$ cat config.mk
export PLATFORM = sky130hd
export DESIGN_NAME = pwrhs_ctrl
export DESIGN_NICKNAME = d
export VERILOG_FILES = /design/src/rtl/pwrhs_pkg.sv /design/src/rtl/pwrhs_wdecode.sv /design/src/rtl/pwrhs_domain.sv /design/src/rtl/pwrhs_rdpack.sv /design/src/rtl/pwrhs_ctrl.sv
export SDC_FILE = /design/constraint.sdc
export NUM_CORES = 1
export LEC_CHECK = 0
export BUFFER_PORTS_ARGS = -buffer_cell sky130_fd_sc_hd__buf_4
export CORE_UTILIZATION = 53
export DETAILED_ROUTE_END_ITERATION = 10
export GPL_TIMING_DRIVEN = 1
export PLACE_DENSITY = 0.72
export SKIP_LAST_GASP = 1
export SYNTH_ARGS = -nofsm -noshare
export SYNTH_HDL_FRONTEND = slang
export SYNTH_SLANG_ARGS = --single-unit
$ cat constraint.sdc
create_clock -name clk -period 1.8 [get_ports clk]
set_clock_uncertainty 0.1 [all_clocks]
set_input_delay 0.27 -clock clk [delete_from_list [all_inputs] [get_ports clk]]
set_output_delay 0.27 -clock clk [all_outputs]
set_load 0.02 [all_outputs]
$ cat src/rtl/pwrhs_pkg.sv
package pwrhs_pkg;

    localparam int NDOM     = 2;
    localparam int DOM_PHY  = 0;
    localparam int DOM_PLL  = 1;
    localparam int MODE_W   = 2;
    localparam int SLOT_W   = 2 * MODE_W;
    localparam int FLAG_LSB = NDOM * SLOT_W;
    localparam int REG_W    = FLAG_LSB + NDOM;

    typedef logic [MODE_W-1:0] pmode_t;

    // Domain 0 sits in the upper nibble, domain 1 in the lower nibble.
    function automatic int req_lsb(input int dom);
        return (NDOM - 1 - dom) * SLOT_W + MODE_W;
    endfunction

    function automatic int obs_lsb(input int dom);
        return (NDOM - 1 - dom) * SLOT_W;
    endfunction

    function automatic int flag_bit(input int dom);
        return FLAG_LSB + dom;
    endfunction

endpackage

$ cat src/rtl/pwrhs_wdecode.sv
module pwrhs_wdecode
    import pwrhs_pkg::*;
(
    input  logic                          wr_en,
    input  logic [REG_W-1:0]              wr_data,
    output logic [NDOM-1:0]               req_we,
    output logic [NDOM-1:0][MODE_W-1:0]   req_val,
    output logic [NDOM-1:0]               flag_clr
);

    logic ro_fields_unused;
    logic [NDOM-1:0] ro_bits;

    for (genvar g = 0; g < NDOM; g++) begin : g_dom
        localparam int RL = req_lsb(g);
        localparam int OL = obs_lsb(g);
        localparam int FB = flag_bit(g);

        always_comb begin
            req_we[g]   = wr_en;
            req_val[g]  = wr_data[RL +: MODE_W];
            flag_clr[g] = wr_en & wr_data[FB];
            ro_bits[g]  = ^wr_data[OL +: MODE_W];
        end
    end

    // Observed-mode bits carry no write meaning.
    assign ro_fields_unused = ^ro_bits;

endmodule

$ cat src/rtl/pwrhs_domain.sv
module pwrhs_domain
    import pwrhs_pkg::*;
#(
    parameter int SETTLE_CYC  = 24,
    parameter int TIMEOUT_CYC = 200
) (
    input  logic   clk,
    input  logic   rst_n,
    input  logic   req_we,
    input  pmode_t req_val,
    input  logic   flag_clr,
    input  logic   hold_i,
    output pmode_t req_o,
    output pmode_t obs_o,
    output logic   flag_o
);

    localparam int LIM = (SETTLE_CYC > TIMEOUT_CYC) ? SETTLE_CYC : TIMEOUT_CYC;
    localparam int CW  = $clog2(LIM + 1);
    localparam logic [CW-1:0] SETTLE_LAST = CW'(SETTLE_CYC - 1);
    localparam logic [CW-1:0] TOUT_LAST   = CW'(TIMEOUT_CYC - 1);
    localparam logic [CW-1:0] TOUT_FULL   = CW'(TIMEOUT_CYC);

    typedef struct packed {
        pmode_t          req;
        pmode_t          obs;
        logic            busy;
        logic            flag;
        logic [CW-1:0]   scnt;
        logic [CW-1:0]   wcnt;
    } dom_s;

    dom_s dom_d, dom_q;

    always_comb begin
        dom_d = dom_q;

        // Settle progress; frozen while the stall input is high.
        if (dom_q.busy && !hold_i) begin
            if (dom_q.scnt == SETTLE_LAST) begin
                dom_d.obs  = dom_q.req;
                dom_d.busy = 1'b0;
                dom_d.scnt = '0;
                dom_d.wcnt = '0;
            end else begin
                dom_d.scnt = dom_q.scnt + 1'b1;
            end
        end

        // Software clear first so a same-edge set overrides it.
        if (flag_clr) begin
            dom_d.flag = 1'b0;
        end

        // Wait measurement saturates, so the flag fires once per transition.
        if (dom_q.busy && dom_q.wcnt != TOUT_FULL) begin
            if (dom_d.busy) begin
                dom_d.wcnt = dom_q.wcnt + 1'b1;
            end
            if (dom_q.wcnt == TOUT_LAST) begin
                dom_d.flag = 1'b1;
            end
        end

        // Request write, compared with the mode this edge leaves behind.
        if (req_we) begin
            dom_d.req = req_val;
            if (req_val == dom_d.obs) begin
                dom_d.busy = 1'b0;
                dom_d.scnt = '0;
                dom_d.wcnt = '0;
            end else if (req_val != dom_q.req || !dom_d.busy) begin
                dom_d.busy = 1'b1;
                dom_d.scnt = '0;
                dom_d.wcnt = '0;
            end
        end
    end

    always_ff @(posedge clk) begin
        if (!rst_n) begin
            dom_q <= '0;
        end else begin
            dom_q <= dom_d;
        end
    end

    assign req_o  = dom_q.req;
    assign obs_o  = dom_q.obs;
    assign flag_o = dom_q.flag;

    AST_IDLE_AGREES: assert property (@(posedge clk) disable iff (!rst_n)
        !dom_q.busy |-> dom_q.obs == dom_q.req);

    AST_OBS_TO_REQ: assert property (@(posedge clk) disable iff (!rst_n)
        !$stable(dom_q.obs) |-> dom_q.obs == $past(dom_q.req));

    AST_HOLD_FREEZES: assert property (@(posedge clk) disable iff (!rst_n)
        dom_q.busy && hold_i |=> $stable(dom_q.obs));

    AST_FLAG_NEEDS_WAIT: assert property (@(posedge clk) disable iff (!rst_n)
        $rose(dom_q.flag) |-> $past(dom_q.busy));

    AST_FLAG_CLEARED_BY_SW: assert property (@(posedge clk) disable iff (!rst_n)
        $fell(dom_q.flag) |-> $past(flag_clr));

endmodule

$ cat src/rtl/pwrhs_rdpack.sv
module pwrhs_rdpack
    import pwrhs_pkg::*;
(
    input  logic [NDOM-1:0][MODE_W-1:0] req,
    input  logic [NDOM-1:0][MODE_W-1:0] obs,
    input  logic [NDOM-1:0]             flag,
    output logic [REG_W-1:0]            rdata
);

    always_comb begin
        rdata = '0;
        for (int d = 0; d < NDOM; d++) begin
            rdata[req_lsb(d) +: MODE_W] = req[d];
            rdata[obs_lsb(d) +: MODE_W] = obs[d];
            rdata[flag_bit(d)]          = flag[d];
        end
    end

endmodule

$ cat src/rtl/pwrhs_ctrl.sv
module pwrhs_ctrl
    import pwrhs_pkg::*;
#(
    parameter int PHY_SETTLE_CYC = 24,
    parameter int PLL_SETTLE_CYC = 40,
    parameter int TIMEOUT_CYC    = 200
) (
    input  logic                clk,
    input  logic                rst_n,
    input  logic                reg_we,
    input  logic [REG_W-1:0]    reg_wdata,
    input  logic [NDOM-1:0]     hold_i,
    output logic [REG_W-1:0]    reg_rdata
);

    logic [NDOM-1:0]             req_we;
    logic [NDOM-1:0][MODE_W-1:0] req_val;
    logic [NDOM-1:0]             flag_clr;
    logic [NDOM-1:0][MODE_W-1:0] req;
    logic [NDOM-1:0][MODE_W-1:0] obs;
    logic [NDOM-1:0]             flag;

    pwrhs_wdecode u_wdec (
        .wr_en    (reg_we),
        .wr_data  (reg_wdata),
        .req_we   (req_we),
        .req_val  (req_val),
        .flag_clr (flag_clr)
    );

    for (genvar g = 0; g < NDOM; g++) begin : g_dom
        localparam int SC = (g == DOM_PHY) ? PHY_SETTLE_CYC : PLL_SETTLE_CYC;

        pwrhs_domain #(
            .SETTLE_CYC  (SC),
            .TIMEOUT_CYC (TIMEOUT_CYC)
        ) u_dom (
            .clk      (clk),
            .rst_n    (rst_n),
            .req_we   (req_we[g]),
            .req_val  (req_val[g]),
            .flag_clr (flag_clr[g]),
            .hold_i   (hold_i[g]),
            .req_o    (req[g]),
            .obs_o    (obs[g]),
            .flag_o   (flag[g])
        );
    end

    pwrhs_rdpack u_rd (
        .req   (req),
        .obs   (obs),
        .flag  (flag),
        .rdata (reg_rdata)
    );

    AST_REQ_LOADS: assert property (@(posedge clk) disable iff (!rst_n)
        reg_we |=> reg_rdata[7:6] == $past(reg_wdata[7:6])
               && reg_rdata[3:2] == $past(reg_wdata[3:2]));

    AST_IDLE_WRITE_KEEPS_OBS: assert property (@(posedge clk) disable iff (!rst_n)
        reg_we && reg_rdata[7:6] == reg_rdata[5:4] && reg_wdata[7:6] == reg_rdata[5:4]
        |=> $stable(reg_rdata[5:4]));

endmodule

==> PnR_summary.wiki <==
{| class="wikitable"
! Metric !! Value
|-
| Portion of total power attributed to combinational logic || 0.140
|-
| Largest cells by area after synthesis || dfxtp_1, nor4_1, xnor2_1
|-
| Num rows || 24
|-
| Final HPWL from detailed placement || 3490 um
|-
| Maximum clock insertion buffer count || 2
|-
| Worst-margin pin slew || 435 ps
|-
| Combined area of all synthesized cells || approximately 0.0024 sq mm
|-
| Switching power total || around 500 uW
|-
| Number of different library cells in the post-synthesis netlist || 49
|-
| Relative contribution of sequential cells to total power || 0.512
|-
| Leakage power || around 0.0012 uW
|-
| Post-synth net total || 290
|-
| Number of H-tree levels || 2
|-
| Crit path DAT || between 1500 and 2000 ps
|-
| Switching Fraction || 0.257
|-
| Overall routed net length || about 5600 um
|-
| First DRT Iteration DRCs || a little over 80
|-
| Layout Area Growth over Synthesis || 36.2%
|-
| Final Hold Fails || 0
|-
| Buffers added on ports || 20
|-
| Worst-case setup margin in the final layout || -61.0 ps
|-
| Buf/Inv on CP || 2
|-
| Final weighted congestion in routability-driven placement || between 0.8 and 0.9
|-
| Total Negative Setup Slacks || -950 ps
|-
| Cell type with the largest total area after synthesis || dfxtp_1
|-
| Category of the worst setup path launch point || flip-flop
|-
| Worst-path clk slew || roughly 80 ps
|-
| Clk network pwr share || 0.348
|-
| Number of antenna cells inserted || 0
|-
| Clock latency of the later-clocked register in the worst-skew pair || about 300 ps
|-
| Max frequency || 0.537 GHz
|-
| Total clock sinks || 44
|-
| Startpoint-to-endpoint class of the critical path || reg2reg
|-
| Vias in the first global route || ~2000
|-
| Highest routed layer || met4
|-
| Primary FF master, synth || dfxtp_1
|-
| Ordered cell list for the critical path || ha_2, and4b_1, buf_4, o2111ai_1, nand2_1, a21oi_4, buf_12, nor4b_1
|-
| Global-route wire length before repair || between 8000 and 9000 um
|-
| Area of the die || 0.00486 sq mm
|-
| Most frequent standard cell in the layout excluding fill and tap cells || buf_4
|-
| Crit path required time || about 1900 ps
|-
| Area of the multi-input gates || 0.00169 sq mm
|-
| Top Family by Delay on Critical Path || simple AND/OR/NAND/NOR gates
|-
| Slowest stage delay, CP || around 340 ps
|-
| Type of destination of the critical path || flip-flop
|-
| Synth top area share || 0.363
|-
| Register area || 887 sq um
|-
| Vias post-DR || ~2100
|-
| Commonest non-fill, non-tap cells in the layout || buf_4, dfxtp_1, nand2_1
|-
| GRT Util Overall || 0.218
|-
| Post-synthesis sequential area ratio || 0.363
|-
| Wire length the detailed router placed on met1 || 2610 um
|-
| Result of the run || finished with violations
|-
| Minimum period implied by the final worst setup slack || 1860 ps
|-
| Routed wire length per instance || 15.3 um
|-
| Final non-filler cell area || 0.00331 sq mm
|-
| Flip-flop and latch count after synthesis || 44
|-
| Cell area after placement || between 0.002 and 0.003 sq mm
|-
| Crit path max fanout || 17
|-
| Cell with the largest stage delay on the worst path || dfxtp_2
|-
| Effective utilization at floorplan || 0.554
|-
| IR drop worst, VDD || 415 uV
|-
| Avg Synthesized Cell Area || between 9 and 10 sq um
|-
| Die height || 69.7 um
|-
| Total internal power || 1450 uW
|-
| Count of fill cells added during filler insertion || ~300
|-
| Post-detailed-route DRC marker count || 0
|-
| Unrepaired setup endpoints after global routing || yes
|-
| Final slew viol count || 0
|-
| Number of enable-type register cells in the synthesized netlist || 0
|-
| DR pass1 iterations || 4
|-
| PwrDens || slightly below 600 mW/mm^2
|-
| Syn. warnings || 0
|-
| Global-route congestion overflow total || 0
|-
| Hold buffers post-CTS || 0
|-
| Antenna Nets Post-Route || 0
|-
| Failing checks || negative setup slack
|-
| FFs w/ async S/R, synth || 0
|-
| Root buffer selected by CTS || clkbuf_8
|-
| Met2 WL post-DR || 2690 um
|-
| Nets@finish || ~340
|-
| Number of I/O pins || 25
|-
| Ratio of final minimum period to clock period || 1.03
|-
| Total clock buffers created by CTS || 5
|-
| Max transition margin || 0.706
|-
| Pin count of the biggest net entering global routing || 21
|-
| Placeable Area || between 0.004 and 0.005 sq mm
|-
| Chip Width || 69.7 um
|-
| Endpoints failing setup || 34
|-
| Class of the worst hold path || in2reg
|-
| Cell count after synthesis || ~270
|-
| Fraction of layout cells with a size suffix above 1 || 0.366
|-
| Met3 Routed Length || around 200 um
|-
| CTS tree || built
|-
| Via density per instance || about 5.7
|-
| Initial antenna violation count || 0
|-
| Max-cap viol count || 0
|}
[cell usage after synthesis (7+ instances only)]
library cell and number:
nor4_1 26, nand2_1 25, nand3_1 8, mux2i_1 10, buf_2 7, xnor2_1 14, xor2_1 14, nor3_1 9
nand4_1 8, nor2_1 11, inv_1 7, buf_4 10, nor2b_1 15, dfxtp_1 44
[cell families (layout without fill, tap and decap cells)]
family,Yosys count,in the layout,share of synthesized area
fa+ha+maj,6,6,0.0309
simple gates,130,130,0.322
xor+xnor,28,28,0.101
compound gates,21,21,0.0737
buf+inv,30,75,0.0685
mux,10,10,0.0412
flops,44,44,0.363
[final timing paths]
kind | startpoint | endpoint | slack (ps) | cells past startpoint
setup reg to reg | g_dom[0].u_dom.dom_q[9]$_SDFF_PN0_ | g_dom[0].u_dom.dom_q[9]$_SDFF_PN0_ | -60 | 8
hold reg to reg | g_dom[0].u_dom.obs_o[1]$_SDFF_PN0_ | g_dom[0].u_dom.obs_o[1]$_SDFF_PN0_ | 400 | 2
hold / removal | reg_wdata[7] | g_dom[0].u_dom.req_o[1]$_SDFFE_PN0P_ | 160 | 3
setup / recovery | g_dom[0].u_dom.dom_q[9]$_SDFF_PN0_ | g_dom[0].u_dom.dom_q[9]$_SDFF_PN0_ | -60 | 8
[stage by stage]
stage	setup slack, ps	std cells	hold slack, ps	power [uW]	util
final	-61.0	366	159	1950	0.755
after global routing	-132	366	192	2030	0.755
after CTS	-41.2	361	158	1910	0.682
after detailed placement	-105	352	397	1230	0.646
after global placement	-34.9	352	389	1230	0.646
after floorplan	-26.6	269	340	1150	-
[per-layer routing]
layer / up-vias / global-route usage
met3: 11 / 0.0494
met1: 995 / 0.279
li1: 1043 / -
met2: 43 / 0.365
met4: 0 / 0.0689
met5: - / 0
[worst reg2reg max path: stages, from the launching register on]
cell and delay, ps:
dfxtp_2 340, ha_2 200, and4b_1 230, buf_4 130, o2111ai_1 110, nand2_1 130
a21oi_4 50, buf_12 160, nor4b_1 310
[layout make-up]
| class | instances | area share |
|---|---|---|
| clock buffer | 7 | 0.0291 |
| inverter | 7 | 0.00794 |
| timing repair buffer | 61 | 0.164 |
| multi-input combinational | 195 | 0.511 |
| tap | 52 | 0.0197 |
| sequential | 44 | 0.268 |
[power by group through the flow]
stage / registers (uW) / logic [uW] / clock network, uW
6_report: 1000 / 273 / 680
5_1_grt: 1000 / 293 / 737
4_1_cts: 999 / 217 / 694
3_5_place_dp: 1020 / 212 / 0
3_3_place_gp: 1020 / 209 / 0
2_1_floorplan: 1020 / 134 / 0
[flip-flops by register name, summed over array words and instances (netlist names)]
register            flops
g_dom.u_dom.dom_q      34
g_dom.u_dom.obs_o       4
g_dom.u_dom.req_o       4
g_dom.u_dom.flag_o      2
[repair_timing]
item	in CTS	in global routing
gates cloned	0	2
setup endpoints to repair	31	34
pin swaps	3	13
buffers inserted	2	3
resized for setup	9	38
Note: power is estimated with default switching activity, not from simulation.
